## config.mk

```make
export PLATFORM = sky130hd
export DESIGN_NAME = fallthru_stack
export DESIGN_NICKNAME = d
export VERILOG_FILES = /design/src/rtl/fts_pkg.sv /design/src/rtl/fts_cell.sv /design/src/rtl/fts_ctrl.sv /design/src/rtl/fallthru_stack.sv
export SDC_FILE = /design/constraint.sdc
export NUM_CORES = 1
export LEC_CHECK = 0
export ABC_AREA = 1
export BUFFER_PORTS_ARGS = -buffer_cell sky130_fd_sc_hd__buf_2
export CORE_AREA = 5 5 151 153
export CTS_BUF_LIST = sky130_fd_sc_hd__clkbuf_8
export DETAILED_ROUTE_END_ITERATION = 8
export DIE_AREA = 0 0 156 158
export PLACE_DENSITY_LB_ADDON = 0.1
export REMOVE_ABC_BUFFERS = 1
export SLEW_MARGIN = 20
export SYNTH_ARGS = -nofsm -noshare
export SYNTH_HDL_FRONTEND = slang
export SYNTH_HIERARCHICAL = 1
export SYNTH_SLANG_ARGS = --single-unit
export TNS_END_PERCENT = 5
```

## constraint.sdc

```tcl
create_clock -name clk -period 4.4 [get_ports clk]
set_input_delay 0.66 -clock clk [delete_from_list [all_inputs] [get_ports clk]]
set_output_delay 0.66 -clock clk [all_outputs]
set_load 0.02 [all_outputs]
```

## src/rtl/fts_pkg.sv

```systemverilog
package fts_pkg;

    localparam int unsigned FTS_WIDTH = 4;
    localparam int unsigned FTS_DEPTH = 62;

    // Per-location move command issued by the controller.
    typedef struct packed {
        logic load;    // capture the word from above (or the write port)
        logic vacate;  // current word leaves this location
    } fts_move_t;

endpackage

```

## src/rtl/fts_cell.sv

```systemverilog
module fts_cell
    import fts_pkg::*;
#(
    parameter int unsigned WIDTH = FTS_WIDTH
) (
    input  logic             clk,
    input  logic             rst_n,
    input  fts_move_t        mv,
    input  logic [WIDTH-1:0] din,
    output logic             occ,
    output logic [WIDTH-1:0] data
);

    typedef struct packed {
        logic             occ;
        logic [WIDTH-1:0] data;
    } cell_t;

    cell_t            c_d;
    logic             occ_q;
    logic [WIDTH-1:0] data_q;

    always_comb begin
        c_d.occ  = occ_q;
        c_d.data = data_q;
        if (mv.load) begin
            c_d.occ  = 1'b1;
            c_d.data = din;
        end else if (mv.vacate) begin
            c_d.occ  = 1'b0;
        end
    end

    // Occupancy is the only reset state.
    always_ff @(posedge clk or negedge rst_n) begin
        if (!rst_n) occ_q <= 1'b0;
        else        occ_q <= c_d.occ;
    end

    // Data bits survive reset.
    always_ff @(posedge clk) begin
        data_q <= c_d.data;
    end

    assign occ  = occ_q;
    assign data = data_q;

    AST_CELL_HOLD: assert property (@(posedge clk) disable iff (!rst_n)
        occ_q && !mv.vacate && !mv.load |=> occ_q && $stable(data_q));

    AST_NO_OVERWRITE: assert property (@(posedge clk) disable iff (!rst_n)
        mv.load |-> (!occ_q || mv.vacate));

endmodule

```

## src/rtl/fts_ctrl.sv

```systemverilog
module fts_ctrl
    import fts_pkg::*;
#(
    parameter int unsigned DEPTH = FTS_DEPTH
) (
    input  logic [DEPTH-1:0] occ,
    input  logic             wr_en,
    input  logic             rd_take,
    output logic [DEPTH-1:0] load,
    output logic [DEPTH-1:0] vacate,
    output logic             push_ok,
    output logic             pop_ok
);

    localparam int unsigned LAST = DEPTH - 1;

    // Decisions ripple from the bottom upward: a location may accept a
    // word when it is free or is being emptied in the same cycle.
    always_comb begin
        load       = '0;
        vacate     = '0;
        pop_ok     = occ[LAST] & rd_take;
        vacate[LAST] = pop_ok;
        for (int i = LAST; i >= 1; i--) begin
            load[i]     = occ[i-1] & (~occ[i] | vacate[i]);
            vacate[i-1] = load[i];
        end
        // The write port only fills a top location that is already empty.
        push_ok = wr_en & ~occ[0];
        load[0] = push_ok;
    end

endmodule

```

## src/rtl/fallthru_stack.sv

```systemverilog
module fallthru_stack
    import fts_pkg::*;
#(
    parameter int unsigned WIDTH = FTS_WIDTH,
    parameter int unsigned DEPTH = FTS_DEPTH
) (
    input  logic             clk,
    input  logic             rst_n,
    input  logic             wr_en,
    input  logic [WIDTH-1:0] wr_data,
    output logic             top_empty,
    input  logic             rd_take,
    output logic [WIDTH-1:0] rd_data,
    output logic             bottom_valid
);

    localparam int unsigned LAST = DEPTH - 1;

    logic [DEPTH-1:0] occ;
    logic [DEPTH-1:0] load;
    logic [DEPTH-1:0] vacate;
    logic             push_ok;
    logic             pop_ok;
    logic [WIDTH-1:0] cell_data [DEPTH];

    fts_ctrl #(.DEPTH(DEPTH)) i_ctrl (
        .occ     (occ),
        .wr_en   (wr_en),
        .rd_take (rd_take),
        .load    (load),
        .vacate  (vacate),
        .push_ok (push_ok),
        .pop_ok  (pop_ok)
    );

    for (genvar i = 0; i < DEPTH; i++) begin : g_cell
        logic [WIDTH-1:0] din_w;
        fts_move_t        mv_w;

        if (i == 0) begin : g_top
            assign din_w = wr_data;
        end else begin : g_mid
            assign din_w = cell_data[i-1];
        end

        assign mv_w.load   = load[i];
        assign mv_w.vacate = vacate[i];

        fts_cell #(.WIDTH(WIDTH)) i_cell (
            .clk   (clk),
            .rst_n (rst_n),
            .mv    (mv_w),
            .din   (din_w),
            .occ   (occ[i]),
            .data  (cell_data[i])
        );
    end

    assign top_empty    = ~occ[0];
    assign bottom_valid = occ[LAST];
    assign rd_data      = cell_data[LAST];

    AST_WORD_COUNT: assert property (@(posedge clk) disable iff (!rst_n)
        $past(rst_n) |-> ($countones(occ) ==
            $past($countones(occ)) + int'($past(push_ok)) - int'($past(pop_ok))));

    AST_WRITE_FILLS_TOP: assert property (@(posedge clk) disable iff (!rst_n)
        wr_en && top_empty |=> !top_empty);

    AST_BOTTOM_KEEP: assert property (@(posedge clk) disable iff (!rst_n)
        bottom_valid && !rd_take |=> bottom_valid && $stable(rd_data));

    AST_EMPTY_TAKE_IDLE: assert property (@(posedge clk) disable iff (!rst_n)
        rd_take && !bottom_valid && !wr_en |=> $countones(occ) == $past($countones(occ)));

endmodule

```

After elaboration in Yosys (flattened, before gate mapping) --
Index checks and enable logic that the tools add are counted.
Operators by class: mux-type cells 124, bitwise operators 186, reductions and logical operators 62
Operator list (count):
- $mux 1 | 124
- $reduce_bool 2->1 | 62
- $and 1x1->1 | 63
- $not 1->1 | 62
- $or 1x1->1 | 61
Word-level totals: register bits after elaboration 310, input port bits 8, output and inout bits 6, word-level logic and storage cells 496

Longest topological paths before layout --
depth in word-level cells 125, mapped depth 36, mapped depth without buffers 35

Modules after synthesis --
The synthesis kept the hierarchy.
By module, submodules not included:
- fts_cell | instances 62, cells an instance 9, area each 160.2 um2
- fts_ctrl | instances 1, cells an instance 235, area each 1547.7 um2
- fallthru_stack | instances 1, cells an instance 1, area each 3.8 um2

Worst setup path before layout --
OpenSTA, ideal clock, no wires.
kind in2reg, start point input rd_take, end point register g_cell[0].i_cell.occ_q, library setup time 0.065 ns, data arrival time 4.648 ns, data required time 4.335 ns, path slack -0.313 ns, cell stages on the path 36, buffers on the path 1, path through inv_1 > nand4_2 > nor2_4 > nand4_4 > nor2_4 > nand4_4 > nor2_4 > nand4_4 > nor2_4 > nand4_4 > nor2_4 > nand4_4 > nor2_4 > nand4_4 > nor2_4 > nand4_4 > nor2_4 > nand4_4 > nor2_4 > nand4_4 > nor2_4 > nand4_4 > nor2_4 > nand4_4 > nor2_4 > nand4_4 > nor2_4 > nand4_4 > nor2_4 > nand4_2 > nor2_2 > a21oi_1 > buf_4 > inv_1 > nand2_1 > nand2_1
On the way: word-level cells in the longest chain between the ends 124
Ends and longest elaborated chain:
- start: declaration | line fallthru_stack.sv:12 | input logic rd_take,
- $and 1x1->1 | line fts_ctrl.sv:22 | pop_ok = occ[LAST] & rd_take;
- $or 1x1->1 | line fts_ctrl.sv:25 | load[i] = occ[i-1] & (~occ[i] | vacate[i]);
- $and 1x1->1 | line fts_ctrl.sv:25
- $or 1x1->1 | line fts_ctrl.sv:25
- $and 1x1->1 | line fts_ctrl.sv:25
- $or 1x1->1 | line fts_ctrl.sv:25
- $and 1x1->1 | line fts_ctrl.sv:25
- $or 1x1->1 | line fts_ctrl.sv:25
- [109 not listed]
- $or 1x1->1 | line fts_ctrl.sv:25
- $and 1x1->1 | line fts_ctrl.sv:25
- $or 1x1->1 | line fts_ctrl.sv:25
- $and 1x1->1 | line fts_ctrl.sv:25
- $or 1x1->1 | line fts_ctrl.sv:25
- $and 1x1->1 | line fts_ctrl.sv:25
- via load[1] | line fallthru_stack.sv:20 | logic [DEPTH-1:0] load;
- $reduce_bool 2->1 (no source line)
- end signal: assignment | line fts_cell.sv:37 | else occ_q <= c_d.occ;
- end: declaration | line fts_cell.sv:20 | logic occ_q;
The timed path passes the listed nets, and every way through them passes these cells. A chain may end at the register's enable or synchronous reset.

Final worst setup path --
start point register g_cell[60].i_cell.occ_q, end point register g_cell[1].i_cell.data_q[3] (enable)
On the way: word-level cells in the longest chain between the ends 121, elaborated cells between the ends (all ways) 122
Ends and longest elaborated chain:
- start: declaration | line fts_cell.sv:20
- start signal: assignment | line fts_cell.sv:37
- $and 1x1->1 or $not 1->1 (tied branches) | line fts_ctrl.sv:25
- $or 1x1->1 * | line fts_ctrl.sv:25
- $and 1x1->1 * | line fts_ctrl.sv:25
- $or 1x1->1 * | line fts_ctrl.sv:25
- $and 1x1->1 * | line fts_ctrl.sv:25
- $or 1x1->1 * | line fts_ctrl.sv:25
- $and 1x1->1 * | line fts_ctrl.sv:25
- $or 1x1->1 * | line fts_ctrl.sv:25
- [106 not listed]
- $and 1x1->1 * | line fts_ctrl.sv:25
- $or 1x1->1 * | line fts_ctrl.sv:25
- $and 1x1->1 * | line fts_ctrl.sv:25
- $or 1x1->1 * | line fts_ctrl.sv:25
- $and 1x1->1 * | line fts_ctrl.sv:25
- $or 1x1->1 * | line fts_ctrl.sv:25
- $and 1x1->1 * | line fts_ctrl.sv:25
- via load[1] | line fallthru_stack.sv:20
- end signal: assignment | line fts_cell.sv:42 | data_q <= c_d.data;
- end: declaration | line fts_cell.sv:21 | logic [WIDTH-1:0] data_q;
The timed path passes the listed nets; every way through them passes the cells marked *.

==> impl_metrics.ini <==
[synth]
synthTopCellsByArea = edfxtp_1 65%, dfrtp_1 14%, inv_1 6.2%, nand2_1 5.1%, buf_4 4.1%
netlist_top_cells_count = 248 x edfxtp_1, 189 x inv_1, 155 x nand2_1
synth-seq-cells = 310
synth_area_mm2 = 0.01148
yosysSeqAreaShare_pct = 78.38
synth_top_area_cell = edfxtp_1
yosys.cell_count.top_type = edfxtp_1
yosys.area.top_type_share_pct = 64.86
synth_flop_cell = edfxtp_1
synth_edf_count = 248
yosys_warnings = 6
synth.distinct_cells = 13
synthArstFlopShare_pct = 20.00
syn_inst = 794
syn-mean-instance-area_um2 = 14.46

[floorplan]
std_cell_rows = 54
ios = 14
die_area_mm2 = 0.02465
die_x_um = 156
core_area_mm2 = 0.02142
start_util_pct = 53.60
fp.dieH_um = 158

[setup_path]
path_class = reg -> reg
crit_path_max_incr_delay_ns = 0.37
critical_path_required_ns = 4.70
cp_max_fo = 6
cp_common_cell = nor2_4
worstSetupEndpointType = flip-flop
cp.arrival_ns = 4.72
cp-start-kind = flip-flop
cpMaxStageDelayCell = dfrtp_1

[detailed_routing]
first_iter_violations = 193
drcViolationCount = 0
vias = 5013
wirelength_um = 14620
drtAntennaViolNets = 0
via_per_inst = 4.405
drtPass1Iterations = 4
routedWlPerCell_um = 12.84

[timing]
finalCritPeriodShare_pct = 100.5
setup_ws_ns = -0.01986
slew_violations = 0
setup-violations-final = 12
fmax_mhz = 226.3
hold_viol = 0
worstMarginPinSlew_ns = 0.9513
rsz0062_at_grt = yes
period_needed_ns = 4.420
fin_skew_ns = 0.01610
relSlewSlack_pct = 36.01

[power_and_ir_drop]
leakage_nw = 5.757
powerDensity_mw_per_mm2 = 659.0
power.total_mw = 8.261
ir_drop_v = 0.0003481

[clock_tree]
cts_tree = built
clk_latency_ns = 0.54
clkSinkCount = 310
root_buffer = clkbuf_8
htreeDepth = 2
cts_buffers = 48
path_clk_slew_ns = 0.06
clockBufferDepth = 3

[final_layout]
seq_area_mm2 = 0.008999
layout-drive-gt1-share_pct = 16.10
n_fill_cell = 1668
multi_input_area_mm2 = 0.001330
stdcell_count = 1138
nNetsFinal = 828
synthToLayoutAreaGrowth_pct = 9.198

[global_route]
antenna_found_initial = 0
grt_max_degree = 39
grt.overflow.total = 0
grt_pass1_vias = 5026
groute.usage.overall_pct = 12.57
grt_pass1_wl_um = 24520

[place]
placed_cells = 1035
portBuffers = 13
dp_hpwl_um = 8880
gp_congestion = 0.7513
place_ws_ns = -0.7270

[run]
maxCapViolCount = 0

[status]
status = finished, violations left
violations = setup timing

[hold_path]
worstHoldPathType = in -> async
[layout by cell type (no fill, tap or decap)]
cell,n
edfxtp_1,248
inv_1,199
nand2_1,154
dfrtp_1,62
clkbuf_8,54
buf_4,26
nor2_4,15
a21boi_0,15
nand3_1,15
nor2_1,15
nand4_4,14
buf_2,13
clkinv_1,11
clkinv_2,6
inv_2,3
diode_2,1
inv_6,1
clkinvlp_4,1
nand4_2,1
nand2_2,1
inv_4,1
nor2_2,1
a21oi_4,1
[area by class of cell]
| type | instances | area share [%] |
|---|---|---|
| multi-input cells | 232 | 10.61 |
| diodes | 1 | 0.01996 |
| inverters | 189 | 5.679 |
| clock inverters | 33 | 1.118 |
| repair buffers | 39 | 2.076 |
| clock buffers | 54 | 5.928 |
| well taps | 280 | 2.794 |
| flip-flops and latches | 310 | 71.78 |
[flip-flops by register name (all words and copies together) (netlist names)]
| name | count |
|---|---|
| g_cell.i_cell/occ | 62 |
| g_cell.i_cell/data | 248 |
[cell families (layout without fill, tap and decap cells)]
logic type / Yosys count / after routing / share of synthesized area, %
AOI/OAI and AO/OA: 16 / 16 / 1.024
other: 0 / 1 / 0
buffers and inverters: 252 / 315 / 10.30
and+or+nand+nor: 216 / 216 / 10.30
DFF: 310 / 310 / 78.38
[critical path, delay by kind of cell, from the launching register on]
family | cells | cell delay, ns
compound gates | 1 | 0.09
flops | 1 | 0.37
simple gates | 30 | 3.75
[layer usage]
layer / up-vias / share of wire [%] / GRT usage, %
met2: 74 / 47 / 19.46
met1: 2354 / 46 / 17.07
met4: 0 / 2.4 / 5.627
li1: 2552 / - / -
met3: 33 / 4.6 / 3.144
met5: - / 0 / 0
[what timing repair did]
item / CTS / global route
setup endpoints to repair: 26 / 57
buffers inserted: 5 / 10
gates resized for setup: 6 / 5
pin swaps: 5 / 11
gates cloned: 0 / 0
hold buffers: 0 / 0
[power breakdown]
group,internal (mW),total [mW],switching (mW)
logic,0.233,0.853,0.621
registers,4.73,5.26,0.534
clock network,1.12,2.15,1.02
total,6.08,8.26,2.18
[path summary, 6_finish.rpt]
| check | start | endpoint | slack [ns] | depth (start not counted) |
|---|---|---|---|---|
| min in group clk | wr_data[0] | g_cell[0].i_cell/data[0]$_DFFE_PP_ | 0.29 | 1 |
| max reg2reg | g_cell[60].i_cell/occ$_DFFE_PN0P_ | g_cell[1].i_cell/data[3]$_DFFE_PP_ | -0.02 | 31 |
| min | rst_n | g_cell[40].i_cell/occ$_DFFE_PN0P_ | 0.12 | 1 |
| max in group asynchronous | rst_n | g_cell[11].i_cell/occ$_DFFE_PN0P_ | 3.32 | 2 |
| min reg2reg | g_cell[47].i_cell/data[1]$_DFFE_PP_ | g_cell[48].i_cell/data[1]$_DFFE_PP_ | 0.41 | 0 |
| max | g_cell[60].i_cell/occ$_DFFE_PN0P_ | g_cell[1].i_cell/data[3]$_DFFE_PP_ | -0.02 | 31 |
[per-stage QoR]
step | setup TNS (ns) | hold slack (ns) | instance area [um2] | utilization, %
5_1_grt | -11.89 | 0.1514 | 12530 | 58.52
3_3_place_gp | -17.66 | 0.4003 | 11510 | 53.72
4_1_cts | -2.477 | 0.1061 | 12450 | 58.11
3_5_place_dp | -26.37 | 0.4045 | 11510 | 53.72
6_report | -0.1765 | 0.1225 | 12540 | 58.53
2_1_floorplan | -4.069 | 0.3644 | 11010 | -
No activity file was read; power rests on OpenSTA's default activity.
